## src/rtl/nvx_pkg.sv

```systemverilog
package nvx_pkg;

  typedef enum logic [2:0] {
    ST_PWRUP  = 3'd0,
    ST_RECALL = 3'd1,
    ST_IDLE   = 3'd2,
    ST_HOLD   = 3'd3,
    ST_STORE  = 3'd4
  } nvx_state_e;

  typedef enum logic [1:0] {
    TRG_NONE  = 2'd0,
    TRG_POWER = 2'd1,
    TRG_HW    = 2'd2,
    TRG_SW    = 2'd3
  } nvx_trig_e;

  // Priority: supply fall, then line request, then software request.
  function automatic nvx_trig_e pick_trigger(input logic pwr, input logic hw, input logic sw);
    if (pwr)     return TRG_POWER;
    else if (hw) return TRG_HW;
    else if (sw) return TRG_SW;
    else         return TRG_NONE;
  endfunction

  function automatic logic read_cycle(input logic ce_n, input logic oe_n,
                                      input logic we_n, input logic line_hi);
    return !ce_n && !oe_n && we_n && line_hi;
  endfunction

  function automatic logic write_cycle(input logic ce_n, input logic we_n);
    return !ce_n && !we_n;
  endfunction

  // Bits needed to count 0 .. max-1 for the longest of three durations.
  function automatic int cnt_bits(input int a, input int b, input int c);
    int m;
    m = a;
    if (b > m) m = b;
    if (c > m) m = c;
    return (m < 2) ? 1 : $clog2(m);
  endfunction

endpackage

```

## src/rtl/nvx_trigger_detect.sv

```systemverilog
module nvx_trigger_detect
  import nvx_pkg::*;
(
  input  logic      clk,
  input  logic      rst_n,
  input  logic      busy_i,
  input  logic      busy_oe,
  input  logic      pwr_below,
  input  logic      sw_req,
  output logic      hw_fall,
  output logic      pwr_fall,
  output nvx_trig_e trig
);
  logic busy_prev;
  logic pwr_prev;

  always_ff @(posedge clk or negedge rst_n) begin
    if (!rst_n) begin
      busy_prev <= 1'b1;
      pwr_prev  <= 1'b1;
    end else begin
      busy_prev <= busy_i;
      pwr_prev  <= pwr_below;
    end
  end

  // A fall counts as a request only when this block is not driving the line.
  assign hw_fall  = busy_prev && !busy_i && !busy_oe;
  assign pwr_fall = pwr_below && !pwr_prev;
  assign trig     = pick_trigger(pwr_below, hw_fall, sw_req);

  AST_OWN_DRIVE_IGNORED: assert property (@(posedge clk) disable iff (!rst_n)
    $rose(busy_oe) |-> !hw_fall);
endmodule

```

## src/rtl/nvx_access_gate.sv

```systemverilog
module nvx_access_gate
  import nvx_pkg::*;
(
  input  logic       clk,
  input  logic       rst_n,
  input  logic       ce_n,
  input  logic       oe_n,
  input  logic       we_n,
  input  logic       busy_i,
  input  nvx_state_e mode,
  output logic       rd_grant,
  output logic       wr_grant
);
  logic wr_q;
  logic wr_act;
  logic wr_cont;

  always_ff @(posedge clk or negedge rst_n) begin
    if (!rst_n) wr_q <= 1'b0;
    else        wr_q <= wr_grant;
  end

  assign wr_act  = write_cycle(ce_n, we_n);
  assign wr_cont = wr_act && wr_q;

  always_comb begin
    rd_grant = 1'b0;
    wr_grant = 1'b0;
    case (mode)
      ST_IDLE: begin
        rd_grant = read_cycle(ce_n, oe_n, we_n, busy_i);
        wr_grant = wr_act && (busy_i || wr_cont);
      end
      ST_HOLD: begin
        rd_grant = read_cycle(ce_n, oe_n, we_n, 1'b1);
        wr_grant = wr_cont;
      end
      default: begin
        rd_grant = 1'b0;
        wr_grant = 1'b0;
      end
    endcase
  end

  AST_RD_WR_EXCLUSIVE: assert property (@(posedge clk) disable iff (!rst_n)
    !(rd_grant && wr_grant));
  AST_HOLD_NO_NEW_WRITE: assert property (@(posedge clk) disable iff (!rst_n)
    (mode == ST_HOLD && wr_grant) |-> $past(wr_grant));
endmodule

```

## src/rtl/nvx_xfer_timer.sv

```systemverilog
module nvx_xfer_timer #(
  parameter int W = 4
) (
  input  logic         clk,
  input  logic         rst_n,
  input  logic         restart,
  output logic [W-1:0] cnt
);
  always_ff @(posedge clk or negedge rst_n) begin
    if (!rst_n)       cnt <= '0;
    else if (restart) cnt <= '0;
    else              cnt <= cnt + 1'b1;
  end
endmodule

```

## src/rtl/nvx_xfer_seq.sv

```systemverilog
module nvx_xfer_seq
  import nvx_pkg::*;
#(
  parameter int STORE_CYC  = 16,
  parameter int RECALL_CYC = 12,
  parameter int HOLD_CYC   = 8
) (
  input  logic clk,
  input  logic rst_n,
  input  logic ce_n,
  input  logic oe_n,
  input  logic we_n,
  input  logic busy_i,
  output logic busy_oe,
  input  logic sw_store_req,
  input  logic pwr_below,
  input  logic pwr_above,
  output logic rd_grant,
  output logic wr_grant,
  output logic store_start,
  output logic store_done,
  output logic recall_start,
  output logic recall_done
);
  localparam int CW = cnt_bits(STORE_CYC, RECALL_CYC, HOLD_CYC);
  localparam logic [CW-1:0] STORE_LAST  = CW'(STORE_CYC - 1);
  localparam logic [CW-1:0] RECALL_LAST = CW'(RECALL_CYC - 1);
  localparam logic [CW-1:0] HOLD_LAST   = CW'(HOLD_CYC - 1);

  nvx_state_e    state_q, state_d;
  nvx_trig_e     trig;
  logic [CW-1:0] cnt;
  logic          restart;
  logic          dirty_q;
  logic          hw_fall;
  logic          pwr_fall;
  logic          store_last, recall_last, hold_last;
  logic          pwr_ok;

  nvx_trigger_detect u_trig (
    .clk      (clk),
    .rst_n    (rst_n),
    .busy_i   (busy_i),
    .busy_oe  (busy_oe),
    .pwr_below(pwr_below),
    .sw_req   (sw_store_req),
    .hw_fall  (hw_fall),
    .pwr_fall (pwr_fall),
    .trig     (trig)
  );

  nvx_access_gate u_gate (
    .clk     (clk),
    .rst_n   (rst_n),
    .ce_n    (ce_n),
    .oe_n    (oe_n),
    .we_n    (we_n),
    .busy_i  (busy_i),
    .mode    (state_q),
    .rd_grant(rd_grant),
    .wr_grant(wr_grant)
  );

  nvx_xfer_timer #(.W(CW)) u_timer (
    .clk    (clk),
    .rst_n  (rst_n),
    .restart(restart),
    .cnt    (cnt)
  );

  assign pwr_ok      = pwr_above && !pwr_below;
  assign store_last  = (state_q == ST_STORE)  && (cnt == STORE_LAST);
  assign recall_last = (state_q == ST_RECALL) && (cnt == RECALL_LAST);
  assign hold_last   = (state_q == ST_HOLD)   && (cnt == HOLD_LAST);

  always_comb begin
    state_d = state_q;
    case (state_q)
      ST_PWRUP:  if (pwr_ok) state_d = ST_RECALL;
      ST_RECALL: if (recall_last) state_d = ST_IDLE;
      ST_IDLE: begin
        case (trig)
          TRG_POWER: state_d = dirty_q ? ST_STORE : ST_PWRUP;
          TRG_HW:    state_d = ST_HOLD;
          TRG_SW:    state_d = ST_STORE;
          default:   state_d = ST_IDLE;
        endcase
      end
      ST_HOLD: begin
        if (pwr_below)      state_d = dirty_q ? ST_STORE : ST_PWRUP;
        else if (hold_last) state_d = dirty_q ? ST_STORE : ST_IDLE;
      end
      ST_STORE:  if (store_last) state_d = pwr_below ? ST_PWRUP : ST_IDLE;
      default:   state_d = ST_PWRUP;
    endcase
  end

  assign restart = (state_d != state_q);

  always_ff @(posedge clk or negedge rst_n) begin
    if (!rst_n) state_q <= ST_PWRUP;
    else        state_q <= state_d;
  end

  always_ff @(posedge clk or negedge rst_n) begin
    if (!rst_n)                         dirty_q <= 1'b0;
    else if (store_last || recall_last) dirty_q <= 1'b0;
    else if (wr_grant)                  dirty_q <= 1'b1;
  end

  assign busy_oe      = (state_q == ST_STORE);
  assign store_start  = (state_q == ST_STORE)  && (cnt == '0);
  assign recall_start = (state_q == ST_RECALL) && (cnt == '0);
  assign store_done   = store_last;
  assign recall_done  = recall_last;

  AST_NO_GRANT_IN_XFER: assert property (@(posedge clk) disable iff (!rst_n)
    (busy_oe || state_q == ST_RECALL || state_q == ST_PWRUP) |-> (!rd_grant && !wr_grant));
  AST_BUSY_RISE_STARTS: assert property (@(posedge clk) disable iff (!rst_n)
    $rose(busy_oe) |-> store_start);
  AST_DONE_CLEARS_DIRTY: assert property (@(posedge clk) disable iff (!rst_n)
    (store_done || recall_done) |=> !dirty_q);
  AST_CLEAN_HOLD_NO_STORE: assert property (@(posedge clk) disable iff (!rst_n)
    (hold_last && !dirty_q && !pwr_below) |=> !busy_oe);
  AST_IDLE_READ_LINE_HIGH: assert property (@(posedge clk) disable iff (!rst_n)
    (state_q == ST_IDLE && rd_grant) |-> busy_i);
  AST_STORE_RECALL_APART: assert property (@(posedge clk) disable iff (!rst_n)
    !(store_start && recall_start));
  AST_SUPPLY_FALL_LEAVES_IDLE: assert property (@(posedge clk) disable iff (!rst_n)
    (state_q == ST_IDLE && pwr_fall) |=> (state_q != ST_IDLE));
endmodule

```

## config.mk

```make
export PLATFORM = sky130hd
export DESIGN_NAME = nvx_xfer_seq
export DESIGN_NICKNAME = d
export VERILOG_FILES = /design/src/rtl/nvx_pkg.sv /design/src/rtl/nvx_trigger_detect.sv /design/src/rtl/nvx_access_gate.sv /design/src/rtl/nvx_xfer_timer.sv /design/src/rtl/nvx_xfer_seq.sv
export SDC_FILE = /design/constraint.sdc
export NUM_CORES = 1
export LEC_CHECK = 0
export ABC_AREA = 1
export BUFFER_PORTS_ARGS = -buffer_cell sky130_fd_sc_hd__buf_2
export CORE_AREA = 2 2 39 41
export DETAILED_ROUTE_END_ITERATION = 12
export DIE_AREA = 0 0 41 43
export PLACE_DENSITY = 0.74
export SLEW_MARGIN = 20
export SYNTH_ARGS = -nofsm -noshare
export SYNTH_HDL_FRONTEND = slang
export SYNTH_SLANG_ARGS = --single-unit
```

## constraint.sdc

```tcl
create_clock -name clk -period 4.3 [get_ports clk]
set_clock_uncertainty 0.1 [all_clocks]
set_input_delay 0.43 -clock clk [delete_from_list [all_inputs] [get_ports clk]]
set_output_delay 0.43 -clock clk [all_outputs]
set_load 0.05 [all_outputs]
```

==> results of run 1 <==
==> placed cells by master, fill, tap and decap left out, drive strengths merged <==
cell,count
nand2,19
a31oi,1
nand4,4
ha,2
buf,15
nor4,1
dfrtp,9
nor2,14
dlygate4sd3,1
dfstp,1
xor2,1
xnor2,1
clkbuf,4
nor3,4
a21oi,3
and2,1
nand3,12
o211ai,1
inv,16
==> sequential cells by signal, summed over array words and instances (netlist names) <==
register          flops
u_gate.wr_q           1
u_timer.cnt           4
u_trig.busy_prev      1
dirty_q               1
state_q               3
==> worst max-delay path: cells and delay by family, from the launching register on <==
kind	cells	cell delay, ns
flops	1	0.42
simple gates	2	0.46
buf+inv	2	0.47
==> metal layers <==
metal	routed length, um	vias up	share of wire [%]	track usage [%]
met4	53	0	3.5	14.0
met3	94	8	6.2	6.28
met1	666	301	44	25.8
met5	0	-	0	0
li1	-	330	-	-
met2	692	27	46	30.6
==> per-stage QoR <==
step	cell area [sq um]	utilization, %
final	795	57.4
after detailed placement	748	54.1
after global placement	748	54.1
after floorplan	653	-
after global routing	795	57.4
after CTS	795	57.4
==> kinds of logic (layout without fill, tap and decap cells) <==
kind of cell | count (synthesis) | after routing | synth area share [%]
flip-flops | 10 | 10 | 38.5
buffers and inverters | 16 | 36 | 9.19
XOR/XNOR | 2 | 2 | 2.68
AND/OR/NAND/NOR | 55 | 55 | 41.4
AO/OA/AOI/OAI | 5 | 5 | 4.41
adder cells (fa/ha/maj) | 2 | 2 | 3.83
==> power by group through the flow <==
stage	clock, uW	sequential, uW	combinational [uW]
floorplan	0	139	137
global placement	0	144	168
detailed placement	0	145	172
CTS	88.5	143	174
global route	92.3	146	194
finish	87.7	143	175
==> cell type report <==
class	instances	share of cell area [%]
clock buffers	4	4.57
well taps	16	2.52
flip-flops and latches	10	31.7
multi-input cells	64	43.0
repair buffers	16	10.7
inverters	16	7.56
==> worst paths after layout <==
| check | depth (start not counted) | endpoint | slack (ns) | startpoint |
|---|---|---|---|---|
| min | 1 | u_trig.busy_prev | 0.20 | busy_i |
| max reg2reg | 8 | u_timer.cnt[2] | 2.63 | u_timer.cnt[0] |
| max | 4 | wr_grant | 2.15 | state_q[2] |
| min reg2reg | 1 | u_timer.cnt[0] | 0.39 | u_timer.cnt[0] |
| min in group asynchronous | 2 | u_gate.wr_q | 0.44 | rst_n |
| max in group asynchronous | 2 | u_trig.busy_prev | 3.40 | rst_n |
==> results.txt, run 1 <==
The number of placed cells counting well taps came out at 121. The mapped netlist covers ~650 sq um. The fill cell instance count of the final layout came out at 129. The peak supply drop came out at ~270 uV. The count of endpoints failing hold in the final timing report is 0. The number of H-tree levels came out at 1. The total area of sequential cells came out at ~250 sq um.

The CTS clock-pin slew for the worst setup and hold paths came out at around 0.07 ns. The setup slack of the critical path after layout came out at approximately 2.1 ns. The pin slew with the least headroom to its limit came out at between 0.4 and 0.5 ns. Traced cell by cell, the critical path runs through inv_1 > nand2_1 > nor4_1 > buf_2.

The net count of the mapped netlist came out at 101. Summed over all nets, the switching power comes to around 180 uW. Summed over all cells, the static leakage comes to roughly 0.00045 uW. The top fanout value on the critical path is 5. The run finished with clean final reports. The slowest stage of the critical path belongs to the cell dfrtp_1. The die height came out at around 43 um. Entering global routing, the biggest net connects 11 pins. The combined area of the multi-input logic cells came out at about 340 sq um. STA classifies the critical path endpoint as an output port. The mean cell area of the mapped netlist is a little over 7 sq um.

The post-detailed-route wirelength per cell came out at 12.0 um. The number of global-route vias before repair came out at roughly 630. Of the total power, the clock network draws between 20% and 30%. The cell accounting for the most synthesized area is dfrtp_1. Power spread over the standard cell area amounts to between 500 and 600 mW/mm^2.

The width of the die came out at slightly above 40 um. Synthesis inferred 10 register bits. The combinational fraction of design power is a little over two fifths.

The repair_antennas step left the layout with diodes totalling 0. Internal power comes to around 230 uW. The number of setup buffers added after CTS is 0.

The final-stage net count is ~120. In the synthesized netlist the async set-or-reset flop fraction comes to between 90% and 100%. The latest clock arrival within the worst-skew pair came out at about 0.27 ns. Of the total power, the share spent switching nets is around 43%. The total length of routed wires came out at around 1500 um. Once the clock tree was built, the resizer swapped 0 gates to a different size. The number of cell rows is 14. The count of final max-slew check failures came out at 0. The overall overflow remaining after global route is 0. The standard cell core area is 0.00138 sq mm. The post-detailed-route DRC marker count is 0.

The count of non-filler cells in the finished layout is around 130. The worst-case headroom to the max-slew limit came out at between 70% and 80%. Sequential cells burn 35.2% of the power. The number of clock sinks is 10. Sequential cells were found to cover between 30 and 40% of the synthesized design area.

CTS placed an instance of clkbuf_4 at the clock tree root. Counting the buffers created by CTS gives 3. The kind of critical path is flop to output port. The endpoint arrival time on the critical path is 1.62 ns.

The number of distinct library cells after synthesis is 21. The count of yosys warnings during synthesis came out at 0. The commonest register cell after synthesis is dfrtp_1. The area of the die is between 0.0015 and 0.002 sq mm. The TritonCTS clock tree is done.

In this run the biggest area consumer among cell types represents 34.5% of the synthesized area. The routed layout has 666 vias. The final weighted congestion in routability-driven placement came out at around 0.86. The via density per instance is approximately 5.3.

The commonest cells after synthesis are 15 x inv_1, 15 x nand2_1, 11 x nand3_1, 11 x nor2_1, 9 x dfrtp_1. The number of I/O pins came out at 16. The detailed placement HPWL came out at between 1000 and 1500 um. In the post-synthesis netlist, the biggest area contributors are dfrtp_1 34%, inv_1 8.6%, nand2_1 8.6%.

The tightest hold path in the finished design has a slack of between 0.15 and 0.2 ns. The hold buffer count at cts came out at 1. The port buffer count is 15. The number of routed nets with antenna violations is 0. For this configuration, the core starts out at a cell density of 47.2%. Subtracting the final worst setup slack from the clock period gives between 2 and 2.5 ns.

In the final layout, the share of cells above drive strength 1 is 27.3%. Counting every instance in the synthesized netlist gives 90. The data required time at the worst endpoint is between 3 and 4 ns.

Across every metal layer, demand over resource in global routing totals between 20% and 30%. In this design, the stage delay of the slowest critical-path cell is 0.42 ns. The final total power came out at between 400 and 500 uW.

The maximum achievable frequency came out at around 460 MHz. The initial antenna violation count came out at 0. The total iterations of the first detailed-routing run came out at 5.

The max-capacitance violation count came out at 0. The worst setup slack before clock tree synthesis is about 2.5 ns. The tightest min-delay check is of the primary input to flop type.

The clock passes through at most 2 buffers. STA classifies the critical path startpoint as a flop. The detailed router finished its first iteration with 28 violations.

The first-pass GRT wire length is 2480 um. The setup TNS after final layout is 0 ns. Yosys mapped a number of flops with a built-in enable equal to 0. The area growth from synthesis to layout is 21.6%. The portion of the clock cycle consumed by the worst path in the final layout is between 50% and 60%.

The total setup violations reported at the end of the flow came out at 0. Setup repair after global routing left no endpoint under its margin.
(Power assumes the default switching activity.)
==> run 2, diff against run 1 <==
- CORE_AREA: 2 2 39 41 -> not set
- CORE_MARGIN: not set -> 1
- CORE_UTILIZATION: not set -> 45
- DIE_AREA: 0 0 41 43 -> not set
- PLACE_DENSITY: 0.74 -> 0.72
- clock period: 4.3 -> 1.9 ns (I/O delays scaled with it)
==> run 2 against run 1 <==
  * Combinational power rose by 130%
  * Via count down 1.1%
  * Critical path depth increased by 2
  * Hold slack lost 0.037 ns
  * Routed wire length grew 2.7%
  * Global-route usage is 0.91 points higher
  * Cell area increased by 7.1%
  * First-iteration DRC count is 64% lower
  * Sequential power rose by 130%
  * Clock-buffer cell count unchanged
  * Setup slack got worse by 2.0 ns
  * Highest routed layer unchanged
==> results.txt, run 2 (synthesized netlist as in run 1, its figures left out) <==
The run finished with clean final reports. The worst setup path is launched from a flop. The combined area of the multi-input logic cells is 364 sq um (+6.6%). The static power due to leakage came out at 0.000465 uW (+4.4%). The largest registers in the layout are u_timer.cnt x4, state_q x3.

The largest net degree at the start of global routing was 11 (unchanged). The number of global-route vias before repair came out at 549 (-12%). The final hold slack came to 0.159 ns (-0.0372 ns).

The count of vias placed by the detailed router was 659 (-1.1%). The setup slack of the critical path after layout came out at 0.102 ns (-2.05 ns). The number of buffers added by the clock tree synthesis step came out at 3 (unchanged).

The number of routed nets with antenna violations is 0 (unchanged). The tree is rooted in a clkbuf_4. The area of the die came out at 0.00161 sq mm (-8.8%). The portion of the clock cycle consumed by the worst path in the final layout is roughly 95%. The DRC marker count from the first detailed-route iteration came out at 10 (-64%). The CTS clock-pin slew for the worst setup and hold paths came out at 0.08 ns (about the same). The total area of sequential cells was 251 sq um (unchanged). TritonCTS built the clock tree. The peak supply drop came out at 697 uV (+160%).

The post-detailed-route DRC marker count is 0 (unchanged). The startpoint identified for the worst register-to-register timing path is state_q[2]. The final weighted congestion in routability-driven placement is 0.843 (-2.1%).

The end point of the worst hold path is state_q[0]. The width of the die came to 40.1 um (-2.2%). The power per standard cell area came to 1080 mW/mm^2 (+110%).

The effective utilization at floorplan came out at 49.6% (+2.4 points). The logic depth of the worst register-to-register path is 4 (-4). The number of clock sinks came out at 10 (unchanged).

The kind of critical path is flop to output port. The number of I/O pins came out at 16 (unchanged). The worst setup slack before clock tree synthesis is 0.307 ns (-2.15 ns).

The total iterations of the first detailed-routing run came to 4 (-1). The initial antenna violation count is 0 (unchanged). The via density per instance is 5.15 (-2.6%). The register ranked first by flip-flop count is u_timer.cnt. The latest clock arrival within the worst-skew pair came to 0.27 ns (about the same). The number of H-tree levels came out at 1 (unchanged).

The total setup violations reported at the end of the flow is 0 (unchanged). The setup TNS after final layout came to 0 ns (unchanged). The final-stage net count came out at 125 (+2.5%). The core utilization of the finished layout is 64.6% (+7.2 points). The standard cell core area was 0.00132 sq mm (-4.8%).

The capturing element type of the critical path is an output port. The first-pass GRT wire length is 2240 um (-9.5%). The detailed placement HPWL is 1110 um (-7.6%). The count of endpoints failing hold in the final timing report is 0 (unchanged). The worst hold path begins at pwr_above. The overall overflow remaining after global route came out at 0 (unchanged). The final critical path time including I/O delays and setup is approximately 1.8 ns. The worst register-to-register path ends at u_gate.wr_q.

The number of cell rows came out at 13 (-1). The post-detailed-route wirelength per cell is 12.1 um (+1.1%). The worst-case headroom to the max-slew limit is 82.0% (+9.3 points). The count of final max-slew check failures is 0 (unchanged). The maximum root-to-sink buffer count was 2 (unchanged).

The top fanout value on the critical path came out at 5 (unchanged). The max-capacitance violation count was 0 (unchanged). The depth of the worst hold-timing path came to 3 (+2).

The top cell types in the final layout, fill and taps aside, are 15 x inv_1, 15 x nand2_1, 13 x buf_2, 11 x nor2_1, 11 x nand3_1. The number of flip-flops under the largest register name came out at 4 (unchanged). The die height is 40.1 um (-6.8%). The class of the tightest hold or removal check is primary input to flop. The pin slew with the least headroom to its limit came out at 0.268 ns (-0.137 ns). The maximum achievable frequency came out at roughly 560 MHz.

The number of antenna repair diodes came out at 0 (unchanged). The internal reg-to-reg setup slack is 0.16 ns (-2.47 ns). The endpoint arrival time on the critical path is 1.51 ns (-0.11 ns). The fill cell instance count of the final layout came out at 116 (-10%). The data required time at the worst endpoint was 1.61 ns (-2.16 ns). The port buffer count is 15 (unchanged). The number of setup buffers added after CTS came out at 0 (unchanged). The ratio of cells with drive above 1 in the final layout came to 29.2% (+1.9 points). The total length of routed wires is 1550 um (+2.7%). The layout overhead on the synthesized area came out at 30.3%. The global-route usage over all layers was 22.0% (+0.91 points).
run 2: worst max-delay path by stage:
stage               cells past startpoint           start             end  slack [ns]
CTS                                     4      state_q[2]        wr_grant        0.04
finish                                  6      state_q[2]     recall_done        0.10
global placement                        4      state_q[2]        wr_grant        0.31
global route                            4      state_q[2]        wr_grant      -0.009
detailed placement                      8  u_timer.cnt[0]  u_timer.cnt[2]        0.31
floorplan                               5      state_q[2]         dirty_q       -0.09
run 2: timing repair:
item | in CTS | in global routing
resized for setup | 0 | 5
hold endpoints to repair | 12 | 0
setup endpoints to repair | 0 | 3
hold buffers | 4 | 0
run 2: final cells by class:
type                       instances  area share, %
clock buffer                       4           4.26
inverter                          16           7.06
multi-input combinational         64           42.8
sequential                        10           29.6
tap                               15           2.21
timing repair buffer              19           14.1
run 2: per-layer routing:
layer / track usage [%] / wire (um) / up-vias
met5: 0 / 0 / -
met4: 15.5 / 46 / 0
met3: 5.56 / 69 / 4
met2: 32.7 / 710 / 24
met1: 27.6 / 720 / 296
li1: - / - / 335
run 2: per-stage QoR:
| stage | instances | area, sq um | power, uW |
|---|---|---|---|
| finish | 128 | 851 | 922 |
| CTS | 128 | 835 | 921 |
| detailed placement | 120 | 758 | 718 |
| floorplan | 90 | 664 | 632 |
| global placement | 120 | 758 | 715 |
| global route | 128 | 851 | 1010 |
run 2: power by group:
group	internal [uW]	switching, uW	leakage, uW
sequential	264	61.7	0.000128
clock	116	80.5	0.0000210
combinational	145	254	0.000316
run 2: critical path, cell delays in order (launching register included):
cell	delay [ns]
dfrtp_1	0.42
inv_1	0.15
nand2_1	0.10
nor2_1	0.13
nand2_1	0.12
inv_1	0.09
clkbuf_4	0.23
==> run 3, diff against run 2 <==
- RECOVER_POWER: not set -> 100
==> run 3 against run 2 <==
  * Sequential share of layout area up 0.40 points
  * First-iteration DRC count increased by 40%
  * Global-route usage unchanged
  * Non-clock buffer count stayed put
  * Cell area is 1.3% lower
  * Sequential power hardly changed
  * Hold slack gained 0.0024 ns
  * Routed wire length shrank 1.0%
  * Critical endpoint is now wr_grant
  * Largest power group unchanged
==> results.txt, run 3 (synthesized netlist as in run 1, its figures left out) <==
The kind of critical path is primary input to output port. The number of cell rows came out at 13 (unchanged). The pin slew with the least headroom to its limit came out at 0.574 ns (+0.305 ns). The final hold slack came to 0.161 ns (+0.00237 ns). The CTS clock-pin slew for the worst setup and hold paths is 0.08 ns (about the same). The number of setup buffers added after CTS is 0 (unchanged). The global-route usage over all layers came out at 22.0% (unchanged). The number of flip-flops under the largest register name came out at 4 (unchanged).

The total setup violations reported at the end of the flow came out at 0 (unchanged). The number of global-route vias before repair is 549 (unchanged). The endpoint arrival time on the critical path came to 1.54 ns (+0.03 ns). In the layout the commonest cells are 15 x inv_1, 15 x nand2_1, 12 x nor2_1, 11 x nand3_1, 11 x buf_2. STA classifies the critical path startpoint as a primary input.

Among all stages on the critical path, the largest delay is contributed by dlygate4sd3_1. The ratio of cells with drive above 1 in the final layout is 25.7% (-3.5 points). The effective utilization at floorplan is 49.6% (unchanged). The top fanout value on the critical path came out at 5 (unchanged). The first-pass GRT wire length is 2240 um (unchanged).

The width of the die came out at 40.1 um (unchanged). The via density per instance is 5.12 (-0.61%). The maximum single-stage delay on the critical path was 0.55 ns (+0.13 ns). The number of H-tree levels is 1 (unchanged). The final-stage net count is 125 (unchanged). The kind of cell adding the most delay to the critical path is buffers and inverters. The power per standard cell area was 1080 mW/mm^2 (about the same). The count of vias placed by the detailed router is 655 (-0.61%). The final weighted congestion in routability-driven placement is 0.843 (unchanged). The number of routed nets with antenna violations is 0 (unchanged). The die height is 40.1 um (unchanged). The maximum root-to-sink buffer count is 2 (unchanged). The post-detailed-route DRC marker count came out at 0 (unchanged).

The number of I/O pins is 16 (unchanged). The portion of the clock cycle consumed by the worst path in the final layout is 96.6% (+1.9 points). The initial antenna violation count is 0 (unchanged). The path class of the tightest hold or removal check is primary input to flop.

The number of buffer and inverter stages on the critical path came out at 3 (unchanged). The peak supply drop is 697 uV (about the same). The latest clock arrival within the worst-skew pair was 0.27 ns (about the same).

The total iterations of the first detailed-routing run is 4 (unchanged). The tree is rooted in a clkbuf_4. The largest registers in the layout are u_timer.cnt x4, state_q x3.

The DRC marker count from the first detailed-route iteration came to 14 (+4). The max-capacitance violation count came out at 0 (unchanged). The total length of routed wires was 1530 um (-1.0%). The static power due to leakage is 0.000458 uW (-1.4%). The post-detailed-route wirelength per cell was 12.0 um (-1.0%).

The final critical path time including I/O delays and setup came out at 1.83 ns (+0.0369 ns). The area of the die came out at 0.00161 sq mm (unchanged). The overall overflow remaining after global route came out at 0 (unchanged). The flow ran to the end, and the final reports show no timing, DRC or antenna violations. STA classifies the critical path endpoint as an output port.

The detailed placement HPWL came to 1110 um (unchanged). The number of buffers added by the clock tree synthesis step came to 3 (unchanged). TritonCTS built the clock tree. The number of clock sinks came out at 10 (unchanged). The number of antenna repair diodes came out at 0 (unchanged). The count of endpoints failing hold in the final timing report came out at 0 (unchanged). The standard cell core area was 0.00132 sq mm (unchanged).

The worst-case headroom to the max-slew limit came to 61.8% (-20 points). The largest net degree at the start of global routing came out at 11 (unchanged). The port buffer count came out at 15 (unchanged). The critical path goes through dlygate4sd3_1 > clkbuf_1 > a21oi_1 > nor4_4 > buf_4. The data required time at the worst endpoint is 1.61 ns (about the same). From synthesis to final layout, the design area changed by 28.5%. u_timer.cnt holds more flip-flops than any other register. The count of final max-slew check failures is 0 (unchanged). The setup TNS after final layout was 0 ns (unchanged). The maximum achievable frequency came out at 545 MHz (-2.0%).
==> run 3: final timing paths <==
path / startpoint / to / slack (ns) / depth (start not counted)
max in group asynchronous: rst_n / u_timer.cnt[1] / 0.99 / 2
max reg2reg: state_q[2] / u_gate.wr_q / 0.16 / 4
min in group asynchronous: rst_n / state_q[2] / 0.33 / 2
max: busy_i / wr_grant / 0.07 / 5
min: pwr_above / state_q[0] / 0.16 / 3
min reg2reg: u_timer.cnt[0] / u_timer.cnt[0] / 0.40 / 1
==> run 3: worst reg2reg max path: cells and delay by family, from the launching register on <==
family / cells / cell delay (ns)
buffers and inverters: 2 / 0.75
DFF: 1 / 0.42
and+or+nand+nor: 2 / 0.41
==> run 3: cell type report <==
type,instances,area (sq um)
tap,15,18.8
inverter,16,60.1
clock buffer,4,36.3
timing repair buffer,19,118
multi-input combinational,64,355
fill,120,478
sequential,10,251
==> run 3: metal layers <==
layer / up-vias / GRT usage (%) / share of wire, %
li1: 336 / - / -
met1: 287 / 27.6 / 46
met2: 28 / 32.7 / 46
met3: 4 / 5.56 / 5.0
met4: 0 / 15.5 / 3.0
met5: - / 0 / 0
==> run 3: per-stage QoR <==
step / power [uW] / cells / utilization, % / setup WS (ns) / area (sq um)
2_1_floorplan: 632 / 90 / - / -0.0891 / 664
3_3_place_gp: 715 / 120 / 57.5 / 0.315 / 758
3_5_place_dp: 718 / 120 / 57.5 / 0.307 / 758
4_1_cts: 921 / 128 / 63.3 / 0.0386 / 835
5_1_grt: 997 / 128 / 63.7 / -0.0168 / 840
6_report: 910 / 128 / 63.7 / 0.0651 / 840
==> run 3: what timing repair did <==
action | 4_1_cts | 5_1_grt
hold endpoints to repair | 12 | 0
resized for setup | 0 | 5
endpoints found under the setup margin | 0 | 3
hold buffers | 4 | 0
==> run 3: where the power goes <==
part	switching (uW)	internal (uW)	leakage, uW
combinational	252	138	0.000309
sequential	60.0	264	0.000128
clock	80.2	116	0.0000210
